$ cat src/rtl/bf_pkg.sv
package bf_pkg;

    localparam int BF_W     = 32;
    localparam int BF_POS_W = 5;
    localparam int BF_SH_W  = BF_POS_W + 1;
    localparam int BF_IDX_W = 4;

    typedef enum logic [1:0] {
        BF_CLEAR  = 2'd0,
        BF_INSERT = 2'd1,
        BF_SEXT   = 2'd2,
        BF_UEXT   = 2'd3
    } bf_op_e;

    typedef struct packed {
        bf_op_e                op;
        logic [BF_W-1:0]       dst_val;
        logic [BF_W-1:0]       src_val;
        logic [BF_POS_W-1:0]   lsb;
        logic [BF_POS_W-1:0]   fld;
    } bf_req_t;

    typedef struct packed {
        logic            range_bad;
        logic            idx_bad;
    } bf_chk_t;

    function automatic logic uses_source(bf_op_e o);
        return o != BF_CLEAR;
    endfunction

    function automatic logic is_extract(bf_op_e o);
        return (o == BF_SEXT) || (o == BF_UEXT);
    endfunction

endpackage

$ cat src/rtl/bf_mask_gen.sv
module bf_mask_gen #(
    parameter int W    = 32,
    parameter int SH_W = 6
) (
    input  logic [SH_W-1:0]   width,
    input  logic [SH_W-2:0]   shift,
    output logic [W-1:0]      mask
);
    logic [W-1:0] ones;

    always_comb begin
        if (int'(width) >= W) ones = '1;
        else                  ones = ~({W{1'b1}} << width);
        mask = ones << shift;
    end
endmodule

$ cat src/rtl/bf_guard.sv
module bf_guard
    import bf_pkg::*;
#(
    parameter int IDX_W  = BF_IDX_W,
    parameter int PC_IDX = 15
) (
    input  bf_op_e                op,
    input  logic [IDX_W-1:0]      dst_idx,
    input  logic [IDX_W-1:0]      src_idx,
    input  logic [BF_POS_W-1:0]   lsb,
    input  logic [BF_POS_W-1:0]   fld,
    output bf_chk_t               chk
);
    localparam logic [IDX_W-1:0] PC_V = IDX_W'(PC_IDX);

    logic [BF_SH_W-1:0] top_bit;

    always_comb begin
        top_bit       = {1'b0, lsb} + {1'b0, fld};
        if (is_extract(op))
            chk.range_bad = top_bit >= BF_SH_W'(BF_W);
        else
            chk.range_bad = fld < lsb;
        chk.idx_bad   = (dst_idx == PC_V) ||
                        (uses_source(op) && (src_idx == PC_V));
    end
endmodule

$ cat src/rtl/bf_datapath.sv
module bf_datapath
    import bf_pkg::*;
(
    input  bf_req_t           req,
    output logic [BF_W-1:0]   res
);
    logic [BF_SH_W-1:0] fwidth;
    logic [BF_SH_W-1:0] xwidth;
    logic [BF_SH_W-1:0] lsh;
    logic [BF_SH_W-1:0] rsh;
    logic [BF_W-1:0]    fmask;
    logic [BF_W-1:0]    xmask;
    logic [BF_W-1:0]    sx_tmp;

    assign fwidth = {1'b0, req.fld} - {1'b0, req.lsb} + BF_SH_W'(1);
    assign xwidth = {1'b0, req.fld} + BF_SH_W'(1);

    bf_mask_gen #(.W(BF_W), .SH_W(BF_SH_W)) u_fmask (
        .width (fwidth),
        .shift (req.lsb),
        .mask  (fmask)
    );

    bf_mask_gen #(.W(BF_W), .SH_W(BF_SH_W)) u_xmask (
        .width (xwidth),
        .shift ('0),
        .mask  (xmask)
    );

    always_comb begin
        lsh    = BF_SH_W'(BF_W) - xwidth - {1'b0, req.lsb};
        rsh    = BF_SH_W'(BF_W) - xwidth;
        sx_tmp = req.src_val << lsh;
        unique case (req.op)
            BF_CLEAR:  res = req.dst_val & ~fmask;
            BF_INSERT: res = (req.dst_val & ~fmask) |
                             ((req.src_val << req.lsb) & fmask);
            BF_SEXT:   res = $unsigned($signed(sx_tmp) >>> rsh);
            default:   res = (req.src_val >> req.lsb) & xmask;
        endcase
    end
endmodule

$ cat src/rtl/bf_unit.sv
module bf_unit
    import bf_pkg::*;
#(
    parameter int IDX_W  = BF_IDX_W,
    parameter int PC_IDX = 15
) (
    input  logic                 clk,
    input  logic                 rst,
    input  logic                 in_valid,
    input  logic [1:0]           op,
    input  logic [IDX_W-1:0]     dst_idx,
    input  logic [IDX_W-1:0]     src_idx,
    input  logic [BF_W-1:0]      dst_val,
    input  logic [BF_W-1:0]      src_val,
    input  logic [2:0]           lsb_hi,
    input  logic [1:0]           lsb_lo,
    input  logic [BF_POS_W-1:0]  fld,
    output logic [BF_W-1:0]      res_data,
    output logic                 res_we,
    output logic                 res_unpred
);
    localparam logic [IDX_W-1:0] PC_V = IDX_W'(PC_IDX);

    bf_req_t         req;
    bf_chk_t         chk;
    logic [BF_W-1:0] dp_res;
    logic            bad;

    always_comb begin
        req.op      = bf_op_e'(op);
        req.dst_val = dst_val;
        req.src_val = src_val;
        req.lsb     = {lsb_hi, lsb_lo};
        req.fld     = fld;
    end

    bf_guard #(.IDX_W(IDX_W), .PC_IDX(PC_IDX)) u_guard (
        .op      (req.op),
        .dst_idx (dst_idx),
        .src_idx (src_idx),
        .lsb     (req.lsb),
        .fld     (req.fld),
        .chk     (chk)
    );

    bf_datapath u_dp (
        .req (req),
        .res (dp_res)
    );

    assign bad = chk.range_bad | chk.idx_bad;

    always_ff @(posedge clk) begin
        if (rst) begin
            res_data   <= '0;
            res_we     <= 1'b0;
            res_unpred <= 1'b0;
        end else if (in_valid) begin
            res_data   <= bad ? '0 : dp_res;
            res_we     <= ~bad;
            res_unpred <= bad;
        end else begin
            res_data   <= '0;
            res_we     <= 1'b0;
            res_unpred <= 1'b0;
        end
    end

    AST_UNPRED_SILENT: assert property (@(posedge clk) disable iff (rst)
        res_unpred |-> (!res_we && res_data == '0));

    AST_DEST_PC_FLAGGED: assert property (@(posedge clk) disable iff (rst)
        (in_valid && dst_idx == PC_V) |=> res_unpred);

    AST_IDLE_QUIET: assert property (@(posedge clk) disable iff (rst)
        (!in_valid) |=> (!res_we && !res_unpred));

    AST_VALID_OUTCOME: assert property (@(posedge clk) disable iff (rst)
        in_valid |=> (res_we ^ res_unpred));

    AST_FULL_EXTRACT: assert property (@(posedge clk) disable iff (rst)
        (in_valid && op == 2'd3 && lsb_hi == 3'd0 && lsb_lo == 2'd0 &&
         fld == 5'd31 && dst_idx != PC_V && src_idx != PC_V)
        |=> (res_we && res_data == $past(src_val)));

    AST_FULL_CLEAR: assert property (@(posedge clk) disable iff (rst)
        (in_valid && op == 2'd0 && lsb_hi == 3'd0 && lsb_lo == 2'd0 &&
         fld == 5'd31 && dst_idx != PC_V)
        |=> (res_we && res_data == '0));
endmodule

$ cat config.mk
export PLATFORM = sky130hd
export DESIGN_NAME = bf_unit
export DESIGN_NICKNAME = d
export VERILOG_FILES = /design/src/rtl/bf_pkg.sv /design/src/rtl/bf_mask_gen.sv /design/src/rtl/bf_guard.sv /design/src/rtl/bf_datapath.sv /design/src/rtl/bf_unit.sv
export SDC_FILE = /design/constraint.sdc
export NUM_CORES = 1
export LEC_CHECK = 0
export ABC_AREA = 1
export BUFFER_PORTS_ARGS = -buffer_cell sky130_fd_sc_hd__buf_2
export CORE_MARGIN = 2
export CORE_UTILIZATION = 30
export CTS_BUF_LIST = sky130_fd_sc_hd__clkbuf_4 sky130_fd_sc_hd__clkbuf_8
export DETAILED_ROUTE_END_ITERATION = 10
export GPL_TIMING_DRIVEN = 0
export PLACE_DENSITY = 0.44
export SLEW_MARGIN = 10
export SYNTH_ARGS = -nofsm -noshare
export SYNTH_HDL_FRONTEND = slang
export SYNTH_SLANG_ARGS = --single-unit
$ cat constraint.sdc
create_clock -name clk -period 4.9 [get_ports clk]
set_clock_uncertainty 0.05 [all_clocks]
set_input_delay 0.245 -clock clk [delete_from_list [all_inputs] [get_ports clk]]
set_output_delay 0.245 -clock clk [all_outputs]
set_load 0.02 [all_outputs]
* Word-level counts from Yosys, hierarchy flattened
Cells that the tools add are included.
** Operators by class
- Add/sub/neg operators :: 6
- Order comparisons :: 4
- Equality and inequality tests :: 5
- Shift-type cells :: 7
- Muxes and demuxes :: 4
- Bitwise operators :: 10
- Reductions and logical operators :: 7
** Operators with widths (count)
- 32-bit AND :: 3
- 32-bit NOT :: 3
- 32-bit one-hot mux with 3 select lines :: 1
- 32-bit two-way mux :: 2
- 32-bit by 5-bit left shift with 32-bit output :: 2
- 32-bit by 6-bit left shift with 32-bit output (first input constant) :: 2
- 32-bit OR :: 1
- 32-bit by 6-bit left shift with 32-bit output :: 1
- 32-bit by 5-bit right shift with 32-bit output :: 1
- 32-bit by 6-bit >>> shifter with 32-bit output :: 1
- 6-bit >= comparator (second input constant) :: 3
- 4-bit == test (second input constant) :: 2
- 5-bit by 1-bit adder with 6-bit output (second input constant) :: 1
- 5-bit by 5-bit adder with 6-bit output :: 1
- 6-bit by 1-bit adder with 6-bit output (second input constant) :: 1
- 5-bit by 5-bit subtractor with 6-bit output :: 1
- 6-bit by 5-bit subtractor with 6-bit output :: 1
- 6-bit subtractor (first input constant) :: 1
- 5-bit less-than comparator :: 1
- 2-bit == test (second input constant) :: 2
- 3-bit OR reduction :: 1
- 2-bit by 1-bit == test with 1-bit output (second input constant) :: 1
- 2-bit zero test :: 1
- 1-bit logical OR :: 2
- 6 further kinds :: 7
** Word-level totals
- Bits in registers :: 34
- Input bits :: 87
- Output and inout port bits :: 34
- Word-level logic and storage cells :: 46

* Depth between registers and ports, before layout
Gate-level depths: netlist (run 1).
- Depth after elaboration :: 10
- Mapped depth :: 34
- Gate-level depth less buffers :: 30

* By module
Synthesis (run 1) repeated with hierarchy kept, for this count alone.
** Second synthesis, totals
- Cells, all modules :: 2707
- Area, all modules :: 13220.2 um2
** Modules (own cells, without submodules)
- bf_datapath :: instances 1, cells an instance 1710, area each 8052.7 um2, sequential area each 0.0 um2
- bf_mask_gen :: instances 2, cells an instance 423, area each 1920.6 um2, sequential area each 0.0 um2
- bf_unit :: instances 1, cells an instance 107, area each 1058.5 um2, sequential area each 680.7 um2
- bf_guard :: instances 1, cells an instance 44, area each 267.8 um2, sequential area each 0.0 um2

* Worst setup path before layout (run 1)
No wires, ideal clock.
- Path type :: input to register
- Start :: in fld[0]
- End :: reg res_data[30]
- Library setup time :: 0.109 ns
- Arrival :: 3.663 ns
- Data required time :: 4.741 ns
- Slack :: 1.078 ns
- Cell stages on the path :: 31
- Buffers on the path :: 5
- Cell sequence :: buf_4 inv_2 buf_2 ha_1 nand2_1 inv_1 nor2_1 inv_1 buf_2 fa_1 buf_2 clkbuf_1 nand3_1 nand3_1 nand3_1 nand3_1 nand2_1 nand3_1 nand3_1 nand2_1 nand2_1 nand2_1 nand2_1 nand2_1 nand2_1 nand2_1 nand2_1 nand2_1 nand3_1 nand2_1 inv_1
** On the way
- Cells in the longest elaborated chain, start to end :: 10
- Elaborated cells between the ends (all ways) :: 28
- Those cells by class :: 6 x add/sub; 4 x order compare; 5 x shift; 4 x mux; 8 x bitwise; 1 x reduce/logical
** RTL lines
- from (decl) :: RTL line bf_unit.sv:17 : input logic [BF_POS_W-1:0] fld,
- parallel branches: the longest is 10 deep, another holds 5-bit by 1-bit adder with 6-bit output
- to (signal assigned) :: RTL line bf_unit.sv:59 : res_data <= bad ? '0 : dp_res;
- to (decl) :: RTL line bf_unit.sv:18 : output logic [BF_W-1:0] res_data,
Several ways; the timed one is not identified.
A chain may end at the register's enable or synchronous reset.

* Worst setup path in the final report (run 1)
- Start :: in lsb_lo[0]
- End :: reg res_data[30]
** On the way
- Cells in the longest elaborated chain, start to end :: 10
- Elaborated cells between the ends (all ways) :: 24
- Those cells by class :: 4 x add/sub; 3 x order compare; 6 x shift; 3 x mux; 7 x bitwise; 1 x reduce/logical
** RTL lines
- from (decl) :: RTL line bf_unit.sv:16 : input logic [1:0] lsb_lo,
- 5-bit by 5-bit subtractor with 6-bit output :: RTL line bf_datapath.sv:15 : assign fwidth = {1'b0, req.fld} - {1'b0, req.lsb} + BF_SH_W'(1);
- 6-bit by 1-bit adder with 6-bit output :: RTL line bf_datapath.sv:15
- 32-bit by 6-bit left shift with 32-bit output :: RTL line bf_mask_gen.sv:13 : else ones = ~({W{1'b1}} << width);
- 32-bit NOT :: RTL line bf_mask_gen.sv:13
- 32-bit two-way mux :: RTL line bf_mask_gen.sv:12 : if (int'(width) >= W) ones = '1;
- 32-bit by 5-bit left shift with 32-bit output :: RTL line bf_mask_gen.sv:14 : mask = ones << shift;
- 32-bit NOT :: RTL line bf_datapath.sv:35, bf_datapath.sv:36
- 32-bit AND :: RTL line bf_datapath.sv:35, bf_datapath.sv:36
- 32-bit OR :: RTL line bf_datapath.sv:36 : BF_INSERT: res = (req.dst_val & ~fmask) |
- 32-bit one-hot mux with 3 select lines :: RTL line bf_datapath.sv:34 : unique case (req.op)
Several ways; a longest one is shown, not always the timed one.

==> reports/metrics.cfg, run 1 <==
[place]
dpl_worst_slack_ns=-0.7457
gp_congestion=1.060
placed_area_mm2=0.01243
port_buffers=119
hpwl_mm=55.20

[min_path]
hold_depth=4
min_path_type=in -> reg

[setup_path]
critPathLaunchType=input port
crit_path_end_kind=register
path_class=in -> reg
arrival_ns=4.86
cp_max_fo=10
cp_data_required_time_ns=5.04

[grt]
grt_antenna_before_repair=0
grt_pass1_vias=16250
grt_use_total_pct=33.43
grt.overflow.total=0
grt_pass1_wl_mm=98.75
grt_max_degree=13

[synth]
synth_edf_count=0
synth_seq_cells=34
syn-num-nets=2409
ys.flop_type=dfxtp_1
syn_area_mm2=0.01125
synth_warnings=0
yosys.area.top_type=nand3_1
synth_seq_area_share_pct=6.051
synth_most_common_cell=nand2_1
synth_area_per_cell_um2=4.903
netlist.area_leader.share_pct=26.52
synth_area_leaders=nand3_1, nand2_1, o21ai_0, dfxtp_1, inv_1
synthCells=2294
async_flop_share_pct=0
synthTopCellsByCount=nand2_1, nand3_1, o21ai_0
synth_cell_type_count=54

[floorplan]
coreArea_mm2=0.03679
start_util_pct=30.58
die_y_um=197.6
io_pins=121
die-area_mm2=0.03906
fp-row-count=70
dieWidth_um=197.6

[route]
wl_per_cell_um=22.88
drtIter0Drc=1940
drtPass1Iterations=7
ant_nets=0
drt_wl_total_mm=66.16
num_vias=17060
vias_per_cell=5.898
drcViolationCount=0

[clock_tree]
cts-root-buf=clkbuf_8
cts_made_buffers=5
path_clk_slew_ns=0.07
tritoncts=done
cts_buffer_depth=2
cts.sinks=34
h-tree-depth=2

[power_and_ir_drop]
power_mw=3.318
p_per_area_mw_per_mm2=260.4
ir_worst_vdd_mv=0.1031
p_leak_nw=6.646

[timing]
period_minus_slack_ns=4.718
tightest_slew_ns=0.9459
finalHoldViolCount=0
maxSlewViolCount=0
fmax_ghz=0.2120
fin_ws_ns=0.1821
finalSetupViolCount=0
rsz0062_at_grt=no
relSlewSlack_pct=36.40
fin_crit_sh_pct=96.28
fin_tns_setup_ns=0

[status]
outcome=finished, final reports clean

[layout]
fin_util_pct=34.64
nNetsFinal=2538
antenna_cells=0
drive_gt1_share_pct=11.43
areaGrowthSynthToFinish_pct=13.28
finalInstanceArea_mm2=0.01274

[job]
max_cap_violations=0

## through the flow
| step | hold slack [ns] | cells |
|---|---|---|
| CTS | 0.1688 | 2889 |
| floorplan | 0.3414 | 2294 |
| global placement | 0.4743 | 2881 |
| finish | 0.1772 | 2892 |
| detailed placement | 0.4667 | 2881 |
| global route | 0.1983 | 2892 |
## critical path, cell delays in order
cell	delay [ns]
buf_2	0.15
inv_1	0.07
buf_2	0.22
buf_1	0.55
clkbuf_2	0.41
ha_1	0.20
ha_1	0.37
nor2_1	0.37
inv_1	0.16
nor2_1	0.18
nand2_1	0.12
inv_2	0.06
nand2_1	0.06
o21ai_1	0.36
inv_1	0.08
nand2_1	0.09
nand3_1	0.22
nand3_1	0.19
nand3_1	0.09
nand2_1	0.12
nand2_1	0.07
o21ai_1	0.21
nand3_1	0.14
nand2_1	0.08
inv_1	0.03
## timing repair
action,4_1_cts,5_1_grt
gates cloned,0,0
setup endpoints to repair,32,32
resized for setup,13,44
pin swaps,0,3
setup buffers,0,4
hold buffers,0,0
## registers in the layout (all words and copies together), names as in the netlist
name / flops
res_we: 1
res_unpred: 1
res_data: 32
## cells in the final DEF, fill, tap and decap left out, drive strengths merged, types with 25 or more instances in the layout
master and instances:
ha 25, dfxtp 34, buf 221, nor2 150
o211ai 26, clkbuf 75, o21ai 162, nand2 776
a21oi 64, nand3 610, inv 154
## cells by family (layout without fill, tap and decap cells)
kind of cell / Yosys count / count (layout) / synth area share [%]
compound gates: 301 / 301 / 15.05
xor+xnor: 4 / 4 / 0.4450
fa+ha+maj: 28 / 28 / 3.315
buf+inv: 325 / 455 / 12.26
flops: 34 / 34 / 6.051
mux: 7 / 7 / 0.6229
simple gates: 1595 / 1595 / 62.26
## power by group
| part | total [mW] | internal (mW) | leakage [nW] | switching (mW) |
|---|---|---|---|---|
| Sequential | 0.292 | 0.288 | 0.276 | 0.00338 |
| Combinational | 2.71 | 0.769 | 6.30 | 1.94 |
| Clock | 0.314 | 0.204 | 0.0683 | 0.110 |
## final cells by class
cell class / count / area (um^2)
clock buffers: 5 / 68.82
fillers: 4450 / 24040
clock inverters: 3 / 68.82
multi-input cells: 1935 / 9280
well taps: 468 / 585.6
inverters: 156 / 591.8
plain buffers: 168 / 828.3
flip-flops and latches: 34 / 680.7
repair buffers: 123 / 638.1
## per-layer routing
metal | GRT usage (%) | wire [um] | up-vias
met3 | 3.603 | 5426 | 199
li1 | - | - | 7948
met4 | 17.46 | 4008 | 0
met1 | 42.30 | 26760 | 7967
met5 | 0 | 0 | -
met2 | 55.89 | 29970 | 942
## path summary, 6_finish.rpt
path,start,end
worst max-delay path,lsb_lo[0],res_data[30]
worst min-delay path,rst,res_unpred
Note: power is estimated with default switching activity, not from simulation.
==> run 2: changes to the inputs <==
CORE_UTILIZATION = 39   (was 30)
PLACE_DENSITY = not set   (was 0.44)
PLACE_DENSITY_LB_ADDON = 0.3   (was not set)
==> run 2 against run 1 <==
Critical path depth decreased by 2; routed wire length decreased by 0.68%; die area decreased by 23%; largest cell class unchanged; highest routed layer is now met5.
==> reports/metrics.cfg, run 2 (same netlist as run 1, synthesis figures left out) <==
[power_and_ir_drop]
seqPwrFrac_pct=9.2  ; was 8.8%
power.internal_mw=1.160  ; was 1.262 mW
p_per_area_mw_per_mm2=254.7  ; was 260.4 mW/mm^2
p_switching_mw=2.029  ; was 2.056 mW
power_mw=3.189  ; was 3.318 mW
clkPwrFrac_pct=6.9  ; was 9.5%
p_leak_nw=6.606  ; was 6.646 nW
p_sw_share_pct=63.62  ; was 61.97%
ir_worst_vdd_mv=0.1033  ; was 0.1031 mV
combinationalPowerShare_pct=83.9  ; was 81.7%

[timing]
fin_tns_setup_ns=0  ; unchanged
maxSlewViolCount=0  ; unchanged
fin_crit_sh_pct=96.14  ; was 96.28%
fmax_ghz=0.2123  ; was 0.2120 GHz
finalHoldViolCount=0  ; unchanged
period_minus_slack_ns=4.711  ; was 4.718 ns
finalSetupViolCount=0  ; unchanged
relSlewSlack_pct=42.54  ; was 36.40%
tightest_slew_ns=0.8619  ; was 0.9459 ns
rsz0062_at_grt=no  ; unchanged

[job]
max_cap_violations=0  ; unchanged

[clock_tree]
h-tree-depth=2  ; unchanged
path_clk_slew_ns=0.07  ; about the same
tritoncts=done  ; unchanged
cts_made_buffers=5  ; unchanged
cts-root-buf=clkbuf_8  ; unchanged
cts.sinks=34  ; unchanged
holdBufCountCts=0  ; unchanged
cts_buffer_depth=2  ; unchanged

[status]
outcome=finished, final reports clean  ; unchanged

[place]
dp.cells=2797  ; was 2881
gp_congestion=1.044  ; was 1.060
placed_area_mm2=0.01232  ; was 0.01243 mm^2
port_buffers=119  ; unchanged
hpwl_mm=53.62  ; was 55.20 mm

[grt]
grt_use_total_pct=41.88  ; was 33.43%
grt_max_degree=12  ; was 13
grt.overflow.total=0  ; unchanged
grt_pass1_wl_mm=97.03  ; was 98.75 mm
grt_pass1_vias=16090  ; was 16250
grt_antenna_before_repair=1  ; was 0

[layout]
regMostFlops=res_data  ; unchanged
final_cells=2805  ; was 2892
largestRegisters=res_data x32, res_unpred x1, res_we x1  ; unchanged
nNetsFinal=2535  ; was 2538
drive_gt1_share_pct=10.95  ; was 11.43%
largest_reg_flops=32  ; unchanged
antenna_cells=0  ; unchanged
areaGrowthSynthToFinish_pct=11.34  ; was 13.28%
finalInstanceArea_mm2=0.01252  ; was 0.01274 mm^2
final_cell_mix=nand2_1, nand3_1, buf_2  ; unchanged
layout_commonest_cell=nand2_1  ; unchanged

[min_path]
min_path_type=in -> reg  ; unchanged

[route]
drtIter0Drc=2636  ; was 1940
drcViolationCount=0  ; unchanged
drtPass1Iterations=7  ; unchanged
num_vias=17390  ; was 17060
vias_per_cell=6.198  ; was 5.898
wl_per_cell_um=23.43  ; was 22.88 um
ant_nets=0  ; unchanged
drt_wl_total_mm=65.71  ; was 66.16 mm

[setup_path]
cp_data_required_time_ns=5.03  ; was 5.04 ns
path_buf_inv=8  ; was 9
cpMaxStageDelayCell=fa_2  ; was buf_1
crit_path_end_kind=register  ; unchanged
cp_max_fo=11  ; was 10
critPathMaxStageDelay_ns=0.45  ; was 0.55 ns
path_cells=buf_2, clkbuf_4, clkinv_1, buf_2, buf_2, ha_1, inv_1, ha_1, fa_2, xor2_4, inv_2, nor2_1, nand4_1, nand3_1, a21oi_1, o21ai_0, nand3_1, nand3_1, nand2_1, o21ai_0, nand3_1, nand2_1, inv_1
path_class=in -> reg  ; unchanged
critPathLaunchType=input port  ; unchanged
cp_top_family=buffers and inverters  ; unchanged
path_common_cell=nand3_1  ; was nand2_1
arrival_ns=4.84  ; was 4.86 ns

[floorplan]
fp-row-count=62  ; was 70
coreArea_mm2=0.02855  ; was 0.03679 mm^2
die_y_um=173.8  ; was 197.6 um
start_util_pct=39.40  ; was 30.58%
io_pins=121  ; unchanged
dieWidth_um=173.8  ; was 197.6 um
die-area_mm2=0.03022  ; was 0.03906 mm^2

[run 2: power by group through the flow]
stage               Combinational [mW]  Clock (mW)  Sequential [mW]
finish                            2.68       0.222            0.292
global route                      2.88       0.233            0.293
CTS                               2.55       0.219            0.292
global placement                  2.53           0            0.299
detailed placement                2.53           0            0.298
floorplan                         1.69           0            0.314
[run 2: cell type report]
| class | instances | area [um^2] |
|---|---|---|
| tap | 384 | 480.5 |
| inverter | 156 | 588.1 |
| sequential | 34 | 680.7 |
| fill | 3498 | 16020 |
| buffer | 169 | 827.0 |
| timing repair buffer | 119 | 595.6 |
| multi-input combinational | 1935 | 9256 |
| clock buffer | 7 | 90.09 |
| clock inverter | 1 | 5.005 |
[run 2: per-stage QoR]
step / worst slack, ns / hold slack (ns) / util (%)
CTS: 0.03223 / 0.1712 / 43.64
detailed placement: -0.6661 / 0.4700 / 43.17
global placement: -0.6369 / 0.4572 / 43.17
floorplan: 1.078 / 0.3414 / -
global route: 0.006814 / 0.1865 / 43.87
finish: 0.1889 / 0.1691 / 43.87
[run 2: tightest hold or removal path: stages]
cell and delay, ns:
buf_2 0.07, inv_1 0.03, nand2_1 0.06, a21oi_1 0.04
[run 2: worst paths after layout]
| check | from | to | slack, ns | cells past startpoint |
|---|---|---|---|---|
| hold / removal | rst | res_unpred | 0.17 | 4 |
| setup / recovery | lsb_lo[1] | res_data[30] | 0.19 | 23 |
[run 2: timing repair]
| action | CTS | global route |
|---|---|---|
| buffers inserted | 0 | 0 |
| setup endpoints to repair | 32 | 32 |
| gates resized for setup | 9 | 35 |
| pin swaps | 0 | 1 |
[run 2: routing by layer]
layer  track usage [%]  vias up  wire length, um
met1             52.16     8075            25310
li1                  -     7940                -
met4             20.48        2             4229
met2             71.83     1118            30080
met3             4.518      251             6079
met5                 0        -               13
